==> config.mk <==
export PLATFORM = sky130hd
export DESIGN_NAME = dir_pred_2lvl
export DESIGN_NICKNAME = d
export VERILOG_FILES = /design/src/rtl/bp_pkg.sv /design/src/rtl/hist_shift.sv /design/src/rtl/ctr_bank.sv /design/src/rtl/dir_pred_2lvl.sv
export SDC_FILE = /design/constraint.sdc
export NUM_CORES = 1
export LEC_CHECK = 0
export BUFFER_PORTS_ARGS = -buffer_cell sky130_fd_sc_hd__buf_2
export CAP_MARGIN = 0
export CELL_PAD_IN_SITES_DETAIL_PLACEMENT = 0
export CELL_PAD_IN_SITES_GLOBAL_PLACEMENT = 1
export CORE_MARGIN = 5
export CORE_UTILIZATION = 40
export DETAILED_ROUTE_END_ITERATION = 10
export PLACE_DENSITY_LB_ADDON = 0.1
export SLEW_MARGIN = 10
export SYNTH_ARGS = -nofsm -noshare
export SYNTH_HDL_FRONTEND = slang
export SYNTH_SLANG_ARGS = --single-unit
export TNS_END_PERCENT = 10
==> constraint.sdc <==
create_clock -name clk -period 2.64 [get_ports clk]
set_input_delay 0 -clock clk [delete_from_list [all_inputs] [get_ports clk]]
set_output_delay 0 -clock clk [all_outputs]
set_load 0.02 [all_outputs]
==> src/rtl/bp_pkg.sv <==
package bp_pkg;
  typedef logic [1:0] ctr_t;

  localparam ctr_t CTR_WEAK_NT = 2'b01;

  // Saturating step toward the resolved outcome.
  function automatic ctr_t ctr_step(input ctr_t c, input logic taken);
    ctr_t r;
    if (taken) r = (c == 2'b11) ? c : ctr_t'(c + 2'd1);
    else       r = (c == 2'b00) ? c : ctr_t'(c - 2'd1);
    return r;
  endfunction

  function automatic logic ctr_dir(input ctr_t c);
    return c[1];
  endfunction
endpackage

==> src/rtl/hist_shift.sv <==
module hist_shift #(
  parameter int HIST_W = 2
) (
  input  logic              clk,
  input  logic              rst_n,
  input  logic              shift_en,
  input  logic              shift_in,
  output logic [HIST_W-1:0] hist_q
);
  logic [HIST_W-1:0] hist_d;

  generate
    if (HIST_W == 1) begin : g_one
      assign hist_d = shift_in;
    end else begin : g_many
      assign hist_d = {hist_q[HIST_W-2:0], shift_in};
    end
  endgenerate

  always_ff @(posedge clk) begin
    if (!rst_n)        hist_q <= '0;
    else if (shift_en) hist_q <= hist_d;
  end
endmodule

==> src/rtl/ctr_bank.sv <==
module ctr_bank
  import bp_pkg::*;
#(
  parameter int IDX_W = 4
) (
  input  logic             clk,
  input  logic             rst_n,
  input  logic [IDX_W-1:0] rd_idx,
  output ctr_t             rd_ctr,
  input  logic             wr_en,
  input  logic [IDX_W-1:0] wr_idx,
  input  logic             wr_taken
);
  localparam int DEPTH = 1 << IDX_W;

  ctr_t cells [DEPTH];

  assign rd_ctr = cells[rd_idx];

  always_ff @(posedge clk) begin
    if (!rst_n) begin
      for (int i = 0; i < DEPTH; i++) cells[i] <= CTR_WEAK_NT;
    end else if (wr_en) begin
      cells[wr_idx] <= ctr_step(cells[wr_idx], wr_taken);
    end
  end
endmodule

==> src/rtl/dir_pred_2lvl.sv <==
module dir_pred_2lvl
  import bp_pkg::*;
#(
  parameter int PC_W   = 32,
  parameter int IDX_W  = 4,
  parameter int HIST_W = 2
) (
  input  logic            clk,
  input  logic            rst_n,
  input  logic [PC_W-1:0] lkp_pc,
  output logic            lkp_taken,
  input  logic            trn_valid,
  input  logic [PC_W-1:0] trn_pc,
  input  logic            trn_taken
);
  localparam int NBANK = 1 << HIST_W;
  localparam int IDX_LO = 2;
  localparam int IDX_HI = IDX_LO + IDX_W - 1;

  logic [HIST_W-1:0] hist_q;
  logic [IDX_W-1:0]  lkp_idx;
  logic [IDX_W-1:0]  trn_idx;
  logic [NBANK-1:0]  bank_we;
  ctr_t              bank_rd [NBANK];
  ctr_t              sel_ctr;

  assign lkp_idx = lkp_pc[IDX_HI:IDX_LO];
  assign trn_idx = trn_pc[IDX_HI:IDX_LO];

  wire unused_pc_bits = ^{lkp_pc[IDX_LO-1:0], lkp_pc[PC_W-1:IDX_HI+1],
                          trn_pc[IDX_LO-1:0], trn_pc[PC_W-1:IDX_HI+1]};

  hist_shift #(.HIST_W(HIST_W)) u_hist (
    .clk      (clk),
    .rst_n    (rst_n),
    .shift_en (trn_valid),
    .shift_in (trn_taken),
    .hist_q   (hist_q)
  );

  generate
    for (genvar b = 0; b < NBANK; b++) begin : g_bank
      assign bank_we[b] = trn_valid && (hist_q == HIST_W'(b));
      ctr_bank #(.IDX_W(IDX_W)) u_bank (
        .clk      (clk),
        .rst_n    (rst_n),
        .rd_idx   (lkp_idx),
        .rd_ctr   (bank_rd[b]),
        .wr_en    (bank_we[b]),
        .wr_idx   (trn_idx),
        .wr_taken (trn_taken)
      );
    end
  endgenerate

  assign sel_ctr   = bank_rd[hist_q];
  assign lkp_taken = ctr_dir(sel_ctr);
endmodule

## After elaboration in Yosys (flattened, before gate mapping)

Memories as Yosys holds them, arrays and structs flattened.
Cells that the tools add are included.

| word-level totals | value |
|---|---|
| flip-flop bits (word level) | 2 |
| latch bits | 0 |
| RAM bits | 128 |
| ROM bits | 0 |
| input port bits | 68 |
| output and inout bits | 1 |
| word-level logic and storage cells | 83 |
| memories | 4 |

Memories:

| name | words | bits a word | read ports | clocked after memory_dff | write ports | RTL line | text |
|---|---|---|---|---|---|---|---|
| g_bank[0].u_bank.cells | 16 | 2 | 2 | 0 | 16 | ctr_bank.sv:16 | `ctr_t cells [DEPTH];` |
| g_bank[1].u_bank.cells | 16 | 2 | 2 | 0 | 16 | ctr_bank.sv:16 |  |
| g_bank[2].u_bank.cells | 16 | 2 | 2 | 0 | 16 | ctr_bank.sv:16 |  |
| g_bank[3].u_bank.cells | 16 | 2 | 2 | 0 | 16 | ctr_bank.sv:16 |  |

| operators by class | value |
|---|---|
| add/subtract/negate cells | 8 |
| multipliers | 0 |
| divide/modulo/power cells | 0 |
| order comparisons | 1 |
| equal/unequal tests | 7 |
| shift operators | 0 |
| mux-type cells | 48 |
| bitwise gates (word level) | 1 |
| reductions and logical operators | 13 |

Operator list:

| operator | count |
|---|---|
| $mux W2 | 26 |
| $mux W1 | 17 |
| $mux W4 | 4 |
| $eq A2 B2 Y1 const B | 6 |
| $logic_not A2 Y1 | 5 |
| $add A2 B1 Y2 const B | 4 |
| $reduce_or A2 Y1 | 4 |
| $sub A2 B1 Y2 const B | 4 |
| $bmux W2 S2 | 1 |
| $logic_and A1 B1 Y1 | 4 |
| $ge A3 B3 Y1 const B | 1 |
| $not A2 Y3 | 1 |
| $eq A2 B1 Y1 const B | 1 |

## Depth between registers and ports, before layout

| logic depth | value |
|---|---|
| depth in word-level cells | 7 |
| gate-level depth with buffers | 8 |
| depth with buffers taken out | 5 |

## By module

A second synthesis with hierarchy kept.

| second synthesis, totals | value |
|---|---|
| cells, all modules | 615 |
| area total of the unflattened synthesis | 7522.2 um^2 |

By module, submodules not included:

| module | times used | cells each | area an instance (um^2) | seq. area each (um^2) |
|---|---|---|---|---|
| ctr_bank | 4 | 151 | 1848.0 | 960.9 |
| hist_shift | 1 | 6 | 72.6 | 40.0 |
| dir_pred_2lvl | 1 | 5 | 57.6 | 0.0 |

## Worst setup path after synthesis

No wires, ideal clock.

| timing | value |
|---|---|
| kind | register to register |
| start point | memory g_bank[2].u_bank.cells[9][1] (netlist name) |
| end point | memory g_bank[2].u_bank.cells[0][0] (netlist name), data pin |
| library setup time | 0.300 ns |
| arrival time | 1.623 ns |
| data required time | 2.340 ns |
| path slack | 0.717 ns |
| cell stages (with the launch flop) | 7 |
| path buffers | 1 |
| clock period less this slack | 1.923 ns |
| path through | edfxtp_1 mux4_1 a22o_1 nor2_4 maj3_4 buf_8 nand3_1 |

RTL lines:

| what | RTL line |
|---|---|
| start, declared | ctr_bank.sv:16 |

==> flow_metrics.env <==
export IMPL_wl_um=18200
export IMPL_cap_violations=0
export IMPL_end_kind="output port"
export IMPL_grt_start_max_net_pins=57
export IMPL_cts_setup_buffers=0
export IMPL_io_pins=69
export IMPL_crit_type="register to output port"
export IMPL_syn_avg_cell_area_um2=12.0
export IMPL_wl_per_cell_um=21.5
export IMPL_vias_per_cell=5.69
export IMPL_synth_top_area_cell="edfxtp_1"
export IMPL_clk_pin_slew_ns=0.06
export IMPL_cts_tree="yes"
export IMPL_drt_first_pass_iters=5
export IMPL_yosys_warnings=0
export IMPL_initial_core_util_pct=40.6
export IMPL_grt_pass1_wl_um=28600
export IMPL_dieHeight_um=143
export IMPL_numPortBuffers=12
export IMPL_ant_nets=0
export IMPL_core_um2=17300
export IMPL_final_cells=846
export IMPL_dp_hpwl_um=12400
export IMPL_routabilityCongestion=0.785
export IMPL_fin_crit_sh_pct=88.6
export IMPL_hold_violations=0
export IMPL_hold_class="input port to register"
export IMPL_timing_slew_headroom_pct=36.3
export IMPL_overflow=0
export IMPL_cts_root_buffer="clkbuf_16"
export IMPL_skew_ns=0.00601
export IMPL_syn_to_final_growth_pct=15.3
export IMPL_period_needed_ns=2.34
export IMPL_cp_max_fo=2
export IMPL_die_w_um=143
export IMPL_row_count=48
export IMPL_synth_nets=652
export IMPL_num_vias=4817
export IMPL_placedCellCount=811
export IMPL_synth_edf_count=128
export IMPL_layout_drive_gt1_share_pct=21.3
export IMPL_cellLeakagePower_nw=2.64
export IMPL_initialDrtViolationCount=416
export IMPL_tightest_slew_ns=0.953
export IMPL_clk_insertion_delay_late_ns=0.42
export IMPL_p_per_area_nw_per_um2=674
export IMPL_ys_ff_latch=130
export IMPL_critical_path_required_ns=2.64
export IMPL_clock_sink_count=130
export IMPL_grt_pass1_vias=4955
export IMPL_fillers=1591
export IMPL_cts_buffer_depth=2
export IMPL_timing_hold_ws_ns=0.0128
export IMPL_synth_top_area_share_pct=54.7
export IMPL_synthTopCellsByCount="nand2_1, edfxtp_1, nor2_1, nand3_1, mux4_2"
export IMPL_antenna_found_initial=0
export IMPL_syn_area_um2=7030
export IMPL_ys_seq_area_share_pct=55.3
export IMPL_ir_drop_mv=0.495
export IMPL_n_antenna_cell=0
export IMPL_synthArstFlopShare_pct=0
export IMPL_final_setup_tns_ns=0
export IMPL_final_max_slew_viol_count=0
export IMPL_yosys_most_used_dff="edfxtp_1"
export IMPL_synth_most_common_cell="nand2_1"
export IMPL_outcome="complete, no violations"
export IMPL_worstPathArrival_ns=2.34
export IMPL_final_net_count=676
export IMPL_setup_viol=0
export IMPL_dieArea_um2=20300
export IMPL_clock_fmax_ghz=0.427
export IMPL_syn_inst=584
export IMPL_route_detailed_drc=0
export IMPL_critPathLaunchType="register"
export IMPL_track_usage_pct=19.1
export IMPL_htreeDepth=4
export IMPL_cts_buffers=17
export IMPL_rsz0062_at_grt="false"
export IMPL_synth_distinct_cells=38
export IMPL_synth_area_top_cells="edfxtp_1, mux4_2, nand2_1, nand3_1, nor2_1"
-- layout make-up --
type / count / area (µm²) / share of cell area [%]
repair buffers: 53 / 425 / 5.25
well taps: 225 / 282 / 3.47
clock inverters: 14 / 216 / 2.67
multi-input cells: 404 / 2860 / 35.3
flip-flops and latches: 130 / 3880 / 47.9
clock buffers: 18 / 429 / 5.30
inverters: 2 / 7.51 / 0.0926
-- placed cells by master, fill, tap and decap left out, drive strengths merged --
cell and n:
nand2 148, edfxtp 128, nor2 80, nand3 65, buf 50, mux4 48
clkbuf 18, a22o 8, maj3 8, clkinv 8, mux2i 7, nor3 7
nand4 6, bufinv 6, nand2b 5, nor2b 4, and4 4, dlygate4sd3 3
nor3b 3, nor4 2, dfxtp 2, nor4bb 1, and3 1, nand4b 1
nand3b 1, a2111oi 1, inv 1, o211ai 1, a21oi 1, and2 1
a21boi 1, clkinvlp 1
-- sequential cells by signal, indices dropped and copies added, names as in the netlist --
name                 cells
g_bank.u_bank.cells    128
u_hist.hist_q            2
-- report_power, final --
part           switching, W  leakage (nW)  internal [W]
Sequential        0.0000259          1.12       0.00230
Clock              0.000852         0.311       0.00175
Combinational      0.000336          1.20      0.000198
-- metrics by stage --
step	setup WS, ns	util, %	area (µm²)	total power, W
floorplan	0.717	-	7030	0.00275
global placement	0.172	42.9	7430	0.00290
detailed placement	0.147	42.9	7430	0.00291
CTS	0.269	46.8	8100	0.00550
global route	0.183	46.8	8100	0.00565
finish	0.301	46.8	8100	0.00546
-- cells by family after synthesis --
logic type / synth area share, %
multiplexers: 16.8
AO/OA/AOI/OAI: 1.41
adder cells (fa/ha/maj): 1.53
flip-flops: 55.3
AND/OR/NAND/NOR: 20.6
buffers and inverters: 4.38
-- final timing paths --
kind	slack [ns]	cells after the start	to	from
worst min register to register	0.64	2	u_hist.hist_q[1]	u_hist.hist_q[1]
worst max register to register	0.54	5	g_bank[1].u_bank.cells[5][0]	g_bank[1].u_bank.cells[8][1]
worst min-delay path	0.01	2	u_hist.hist_q[1]	rst_n
worst max-delay path	0.30	7	lkp_taken	g_bank[1].u_bank.cells[2][1]
-- per-layer routing --
layer | track usage (%) | vias up | routed length [µm]
li1 | - | 2218 | -
met1 | 24.8 | 2456 | 7820
met2 | 31.6 | 112 | 9080
met3 | 4.37 | 31 | 857
met4 | 6.85 | 0 | 445
met5 | 0 | - | 0
-- worst max-delay path, stage by stage, from the launching register on --
cell	delay, ns
edfxtp_1	0.39
mux4_2	0.50
mux2i_1	0.23
a2111oi_0	0.15
buf_4	0.18
nor4_1	0.25
nor2_1	0.07
buf_2	0.16
-- what timing repair did --
action                    CTS  global route
gates resized for setup     0             0
hold buffers                3             0
hold endpoints to repair    2             0
Power figures use the tool's default switching activity.
